**src/rtl/lifo_regstack.sv**
```systemverilog
module lifo_regstack #(
  parameter int AW = 6,
  parameter int DW = 8
) (
  input  logic          clk,
  input  logic          rst_n,
  input  logic          push_req,
  input  logic          pull_req,
  input  logic [DW-1:0] wr_data,
  output logic [DW-1:0] top_data,
  output logic [AW-1:0] sp,
  output logic          full,
  output logic          empty,
  output logic          err
);
  localparam int DEPTH = 1 << AW;

  logic [DW-1:0] mem [DEPTH];
  logic [AW-1:0] sp_inc, sp_dec;
  logic          both, do_push, do_pull, reject;

  assign both    = push_req && pull_req;
  assign do_push = push_req && !pull_req && !full;
  assign do_pull = pull_req && !push_req && !empty;
  assign reject  = both || (push_req && full) || (pull_req && empty);
  assign sp_inc  = sp + 1'b1;
  assign sp_dec  = sp - 1'b1;
  assign top_data = mem[sp];

  always_ff @(posedge clk or negedge rst_n) begin
    if (!rst_n) begin
      sp    <= '0;
      full  <= 1'b0;
      empty <= 1'b1;
      err   <= 1'b0;
    end else begin
      err <= reject;
      if (do_push) begin
        sp    <= sp_inc;
        empty <= 1'b0;
        if (sp_inc == '0) full <= 1'b1;
      end else if (do_pull) begin
        sp   <= sp_dec;
        full <= 1'b0;
        if (sp_dec == '0) empty <= 1'b1;
      end
    end
  end

  always_ff @(posedge clk) begin
    if (do_push) mem[sp_inc] <= wr_data;
  end

  AST_PUSH_ADVANCE: assert property (@(posedge clk) disable iff (!rst_n)
    (push_req && !pull_req && !full) |=> (sp == $past(sp) + 1'b1) && !empty);
  AST_PUSH_VISIBLE: assert property (@(posedge clk) disable iff (!rst_n)
    (push_req && !pull_req && !full) |=> top_data == $past(wr_data));
  AST_PULL_RETREAT: assert property (@(posedge clk) disable iff (!rst_n)
    (pull_req && !push_req && !empty) |=> (sp == $past(sp) - 1'b1) && !full);
  AST_FLAGS_EXCL: assert property (@(posedge clk) disable iff (!rst_n)
    !(full && empty));
  AST_FULL_AT_ZERO: assert property (@(posedge clk) disable iff (!rst_n)
    full |-> sp == '0);
  AST_EMPTY_AT_ZERO: assert property (@(posedge clk) disable iff (!rst_n)
    empty |-> sp == '0);
  AST_FULL_REJECT: assert property (@(posedge clk) disable iff (!rst_n)
    (push_req && full) |=> err && full && $stable(sp));
  AST_EMPTY_REJECT: assert property (@(posedge clk) disable iff (!rst_n)
    (pull_req && empty) |=> err && empty && $stable(sp));
  AST_BOTH_REJECT: assert property (@(posedge clk) disable iff (!rst_n)
    (push_req && pull_req) |=> err && $stable(sp) && $stable(full) && $stable(empty));
  AST_ERR_CAUSE: assert property (@(posedge clk) disable iff (!rst_n)
    (!push_req && !pull_req) |=> !err);
endmodule

```
**config.mk**
```make
export PLATFORM = sky130hd
export DESIGN_NAME = lifo_regstack
export DESIGN_NICKNAME = d
export VERILOG_FILES = /design/src/rtl/lifo_regstack.sv
export SDC_FILE = /design/constraint.sdc
export NUM_CORES = 1
export LEC_CHECK = 0
export BUFFER_PORTS_ARGS = -buffer_cell sky130_fd_sc_hd__clkbuf_2
export CELL_PAD_IN_SITES_DETAIL_PLACEMENT = 0
export CELL_PAD_IN_SITES_GLOBAL_PLACEMENT = 1
export CORE_ASPECT_RATIO = 0.75
export CORE_MARGIN = 5
export CORE_UTILIZATION = 50
export CTS_CLUSTER_SIZE = 28
export DETAILED_ROUTE_END_ITERATION = 16
export PLACE_DENSITY = 0.77
export SETUP_SLACK_MARGIN = 0.05
export SKIP_LAST_GASP = 1
export SLEW_MARGIN = 20
export SYNTH_ARGS = -nofsm -noshare
export SYNTH_HDL_FRONTEND = slang
export SYNTH_SLANG_ARGS = --single-unit
```
**constraint.sdc**
```tcl
create_clock -name clk -period 2.6 [get_ports clk]
set_input_delay 0 -clock clk [delete_from_list [all_inputs] [get_ports clk]]
set_output_delay 0 -clock clk [all_outputs]
set_load 0.1 [all_outputs]
```
==> results of run 1 <==
## worst max-delay path: stages, from the launching register on
cell       delay, ns
dfrtp_4         0.56
buf_16          0.20
buf_12          0.14
buf_16          0.14
buf_6           0.13
mux2i_2         0.18
o22a_1          0.21
o2111ai_2       0.14
a311oi_2        0.37
o22ai_4         0.15
buf_12          0.18
## state kept, by name, summed over array words and instances, names as in the netlist
signal and count:
sp 6, full 1, empty 1, mem 512
err 1
## worst min-delay path by stage
stage | slack (ns) | start | to | cells after the start
after floorplan | -0.30 | rst_n | err | 0
after global placement | -0.11 | rst_n | err | 1
after detailed placement | -0.10 | rst_n | err | 1
after CTS | 0.09 | wr_data[4] | mem[52][4] | 2
after global routing | 0.01 | wr_data[5] | mem[36][5] | 1
final | 0.006 | wr_data[5] | mem[56][5] | 1
## stage by stage
stage / hold slack [ns] / std cells / cell area [µm²] / power (mW) / setup TNS, ns
4_1_cts: 0.0950 / 1721 / 24400 / 28.4 / -8.30
3_3_place_gp: -0.111 / 1609 / 22400 / 20.5 / 0
5_1_grt: 0.0135 / 1726 / 24600 / 29.7 / -4.72
2_1_floorplan: -0.296 / 1000 / 20900 / 17.2 / -47.32
3_5_place_dp: -0.102 / 1609 / 22400 / 20.6 / 0
6_report: 0.00570 / 1726 / 24600 / 28.6 / -2.83
## cell families after synthesis
kind of cell    after synthesis  synth area share [%]
fa+ha+maj                     4                 0.244
mux                         154                  15.6
compound gates               66                  2.04
xor+xnor                     11                 0.470
simple gates                187                  4.01
flops                       521                  76.0
buf+inv                      57                  1.58
## layout by cell type (no fill, tap or decap), types with 6 or more instances in the layout
master / instances
o22ai_1: 12
a22oi_1: 8
buf_16: 10
clkbuf_2: 17
nor2_4: 22
dlygate4sd3_1: 9
nand3_1: 9
nand2b_1: 7
clkbuf_16: 49
nor2_2: 13
clkbuf_1: 14
nor3_1: 8
xor2_1: 6
buf_4: 103
buf_12: 20
o22ai_4: 7
mux4_2: 133
mux2i_1: 18
nand4_1: 7
nand2_1: 40
o21ai_0: 8
nor2_1: 52
clkinv_1: 12
edfxtp_1: 512
## layer usage
metal	GRT usage [%]	part of all wire, %	up-vias
li1	-	-	4456
met1	32.5	44	5489
met2	33.2	47	392
met3	4.50	7.2	58
met4	4.15	1.8	0
met5	0	0	-
## cell type report
type                       count  area (µm²)
clock inverter                24         248
fill                        2851       16000
multi-input combinational    422        5110
tap                          528         661
inverter                       3        11.3
timing repair buffer         165        1710
clock buffer                  63        1280
sequential                   521       15600
## what timing repair did
action                     CTS  global route
hold endpoints to repair    20             4
gates cloned                 6             0
buffers inserted            11             5
setup endpoints to repair    8           319
pin swaps                    9            10
hold buffers                 8             1
gates resized for setup     31            44
## report_power, final
part           internal, mW  leakage [nW]  total [mW]  switching, mW
Combinational          5.11          2.51        11.9           6.79
Clock                  3.96         0.733        6.95           2.99
Sequential             9.52          4.70        9.71          0.187
==> flow_metrics.env, run 1 <==
export IMPL_postSynthNetCount=1016
export IMPL_synth_seq_cells=521
export IMPL_ff2ff_path_depth=7
export IMPL_drc=0
export IMPL_clockBufferDepth=3
export IMPL_insertion_delay_ns=0.57
export IMPL_crit_end="top_data[7]"
export IMPL_grt_first_pass_wirelength_um=71300
export IMPL_async_flop_share_pct=1.73
export IMPL_synthTopCellsByCount="edfxtp_1 (512), mux4_2 (133), nor2_1 (87)"
export IMPL_synth_top_cell_area_share_pct=74.9
export IMPL_grt_start_max_net_pins=65
export IMPL_crit_path_end_kind="primary output"
export IMPL_drv_cap=0
export IMPL_yosys_warnings=0
export IMPL_fin_crit_sh_pct=115
export IMPL_r2r_end="mem[48][1]"
export IMPL_viasPerCell=6.02
export IMPL_synth_area_leader_cell="edfxtp_1"
export IMPL_clkTransAtPathRegs_ns=0.06
export IMPL_synth_edf_count=512
export IMPL_path_max_fanout=7
export IMPL_syn_to_final_growth_pct=20.1
export IMPL_maxSlewHeadroom_pct=30.7
export IMPL_gr_total_overflow=0
export IMPL_die_area_mm2=0.0452
export IMPL_power_density_mw_per_mm2=1160
export IMPL_finalCriticalPeriod_ns=2.99
export IMPL_hold_viol=0
export IMPL_die_w_um=244
export IMPL_outcome="finished, violations left"
export IMPL_yosys_top_cells_area="edfxtp_1 (75%), mux4_2 (15%), nor2_1 (1.6%)"
export IMPL_design_core_area_mm2=0.0407
export IMPL_cp_data_required_time_ns=2.60
export IMPL_drive_above_1_share_pct=36.6
export IMPL_gp_congestion=0.802
export IMPL_io_buffers=28
export IMPL_wl_per_cell_um=27.6
export IMPL_setup_violations=8
export IMPL_hp_class="input port to flop"
export IMPL_cts_buffers=48
export IMPL_critical_path_class="flop to primary output"
export IMPL_dp_hpwl_um=29300
export IMPL_fmax_mhz=334
export IMPL_p_leak_nw=7.95
export IMPL_syn_cell_area_mm2=0.0205
export IMPL_ios=29
export IMPL_rows=64
export IMPL_cts_sinks=521
export IMPL_htreeDepth=2
export IMPL_slew_viol_final=0
export IMPL_first_global_vias=10500
export IMPL_routed_wirelength_um=47600
export IMPL_setup_ws_ns=-0.390
export IMPL_nets=1177
export IMPL_first_pass_iters=5
export IMPL_rrSetupSlack_ns=0.11
export IMPL_cts_tree="yes"
export IMPL_pre_cts_ws_ns=0.00792
export IMPL_rsz0062_at_grt="true"
export IMPL_ant_nets=0
export IMPL_initialDrtViolationCount=1121
export IMPL_peakVddDrop_mv=1.14
export IMPL_grt_total_usage_pct=21.4
export IMPL_crit_arrival_ns=2.99
export IMPL_ys_types=42
export IMPL_ys_flop_type="edfxtp_1"
export IMPL_violations="setup timing"
export IMPL_die_h_um=185
export IMPL_startpoint_type="flop"
export IMPL_r2r_start="sp[0]"
export IMPL_route_vias_total=10400
export IMPL_cts_root_buf="clkbuf_16"
export IMPL_yosysMostFrequentCell="edfxtp_1"
export IMPL_start_util_pct=50.4
export IMPL_avgSynthCellArea_um2=20.5
export IMPL_final_util_pct=60.6
export IMPL_ys_seq_area_share_pct=76.0
export IMPL_grt_antenna_before_repair=0
export IMPL_startpoint="sp[0]"
export IMPL_syn_inst=1000
export IMPL_tightest_slew_ns=1.04
export IMPL_finalClockSkew_ns=0.0223
export IMPL_n_antenna_cell=0
Power figures use the tool's default switching activity.
==> inputs of run 2 (changes only) <==
BUFFER_PORTS_ARGS = unset   (was -buffer_cell sky130_fd_sc_hd__clkbuf_2)
CORE_UTILIZATION = 51   (was 50)
DONT_BUFFER_PORTS = 1   (was unset)
HOLD_SLACK_MARGIN = 0.02   (was unset)
PLACE_DENSITY = 0.78   (was 0.77)
==> flow_metrics.env, run 2 (synthesized netlist as in run 1, its figures left out) <==
export IMPL_finalCriticalPeriod_ns=2.97
export IMPL_crit_path_top_delay_cell="mux4_2"
export IMPL_hp_class="input port to flop"
export IMPL_fin_area_mm2=0.0248
export IMPL_gr_total_overflow=0
export IMPL_ant_nets=0
export IMPL_cts_sinks=521
export IMPL_cp_buffers_inverters=4
export IMPL_cts_buffers=49
export IMPL_cts_tree="yes"
export IMPL_fin_crit_sh_pct=114
export IMPL_cp_data_required_time_ns=2.60
export IMPL_tightest_slew_ns=0.865
export IMPL_setup_ws_ns=-0.366
export IMPL_crit_arrival_ns=2.97
export IMPL_initialDrtViolationCount=1191
export IMPL_p_leak_nw=8.03
export IMPL_grt_total_usage_pct=22.0
export IMPL_crit_path_cell_trace="buf_12 -> buf_16 -> buf_12 -> mux4_2 -> mux4_2 -> nand2_1 -> o22ai_4 -> buf_12"
export IMPL_fin_setup_tns_ns=-2.70
export IMPL_critPathMostFrequentCell="buf_12"
export IMPL_final_util_pct=62.6
export IMPL_n_antenna_cell=0
export IMPL_r2r_start="sp[0]"
export IMPL_outcome="finished, violations left"
export IMPL_die_h_um=184
export IMPL_first_pass_iters=5
export IMPL_drive_above_1_share_pct=36.7
export IMPL_viasPerCell=6.16
export IMPL_layout_common_cells="edfxtp_1 (512), mux4_2 (133), buf_4 (104)"
export IMPL_clockBufferDepth=3
export IMPL_final_cells=1712
export IMPL_top_register="mem"
export IMPL_htreeDepth=2
export IMPL_whs_path_depth=2
export IMPL_ff2ff_path_depth=9
export IMPL_crit_family="multiplexers"
export IMPL_hold_viol=0
export IMPL_io_buffers=0
export IMPL_gp_congestion=0.833
export IMPL_drc=0
export IMPL_maxSlewHeadroom_pct=42.4
export IMPL_startpoint_type="flop"
export IMPL_critical_path_class="flop to primary output"
export IMPL_max_stage_delay_ns=0.54
export IMPL_peakVddDrop_mv=1.23
export IMPL_layout_commonest_cell="edfxtp_1"
export IMPL_ios=29
export IMPL_die_w_um=242
export IMPL_r2r_end="mem[50][7]"
export IMPL_power_density_mw_per_mm2=1160
export IMPL_insertion_delay_ns=0.57
export IMPL_placed_cell_area_mm2=0.0222
export IMPL_routed_wirelength_um=48700
export IMPL_hold_end="mem[16][2]"
export IMPL_nets=1169
export IMPL_multi_input_comb_area_mm2=0.00510
export IMPL_fillers=2646
export IMPL_min_delay_start="wr_data[2]"
export IMPL_die_area_mm2=0.0444
export IMPL_dp_hpwl_um=29600
export IMPL_largest_reg_flops=512
export IMPL_drv_cap=0
export IMPL_seqCellArea_mm2=0.0156
export IMPL_wl_per_cell_um=28.4
export IMPL_grt_antenna_before_repair=0
export IMPL_setup_violations=8
export IMPL_crit_path_end_kind="primary output"
export IMPL_violations="setup timing"
export IMPL_finalClockSkew_ns=0.0163
export IMPL_path_max_fanout=8
export IMPL_route_vias_total=10500
export IMPL_slew_viol_final=0
export IMPL_first_global_vias=10700
export IMPL_rsz0062_at_grt="true"
export IMPL_rrSetupSlack_ns=0.09
export IMPL_hold_worst_slack_ns=0.450
export IMPL_design_core_area_mm2=0.0396
export IMPL_grt_start_max_net_pins=65
export IMPL_syn_to_final_growth_pct=20.9
export IMPL_post_place_cells=1574
export IMPL_largestRegisters="mem x512, sp x6"
export IMPL_start_util_pct=51.7
export IMPL_cts_root_buf="clkbuf_16"
export IMPL_rows=63
export IMPL_clkTransAtPathRegs_ns=0.06
export IMPL_fmax_mhz=337
export IMPL_grt_first_pass_wirelength_um=72400
## run 2: cell count changes in the layout (fill, tap and decap cells not counted), moves of 3 or more
cell           change
nor2_4             -4
nor3_1             -3
o21ai_0            +4
clkbuf_2          -17
a31oi_2            -3
nor3_2             +3
clkbuf_1           -8
buf_6              -3
dlygate4sd3_1      +5
clkinv_2           +9
buf_16             +3
nor2_2             +3
## run 2: worst register-to-register path: cells and delay by family (launching register included)
| family | cells | cell delay [ns] |
|---|---|---|
| compound gates | 1 | 0.21 |
| flops | 1 | 0.47 |
| buf+inv | 5 | 1.04 |
| simple gates | 3 | 0.49 |
## run 2: report_power, final
group,switching (mW),internal (mW),total (mW)
clock,3.05,4.17,7.22
combinational,6.74,5.06,11.8
sequential,0.233,9.52,9.75
## run 2: what timing repair did
item,CTS,global route
hold buffers,22,0
setup endpoints to repair,8,484
gates resized for setup,32,33
hold endpoints to repair,530,0
setup buffers,14,8
pin swaps,11,8
gates cloned,5,0
## run 2: worst max path at each step
stage	startpoint	end	slack, ns	cells past startpoint
2_1_floorplan	sp[1]	mem[56][0]	-0.15	10
3_3_place_gp	sp[0]	mem[29][3]	0.11	6
3_5_place_dp	sp[0]	mem[60][0]	0.1	6
4_1_cts	sp[0]	top_data[6]	-0.34	8
5_1_grt	sp[0]	top_data[7]	-0.44	10
6_report	sp[0]	top_data[7]	-0.37	8
## run 2: metrics by stage
step / worst slack, ns / total power, mW
finish: -0.366 / 28.8
global route: -0.437 / 29.8
CTS: -0.342 / 28.6
detailed placement: 0.0974 / 20.4
global placement: 0.115 / 20.3
floorplan: -0.147 / 17.2
## run 2: metal layers
metal / GRT usage, % / share of wire, %
met1: 33.4 / 43
met2: 32.3 / 45
met3: 5.86 / 9.9
met4: 6.11 / 2.5
met5: 0 / 0
## run 2: final cells by class
class,count,share of cell area (%)
inverter,3,0.0454
tap,520,2.62
sequential,521,63.0
multi-input combinational,422,20.6
clock inverter,35,1.50
timing repair buffer,156,7.27
clock buffer,55,5.03
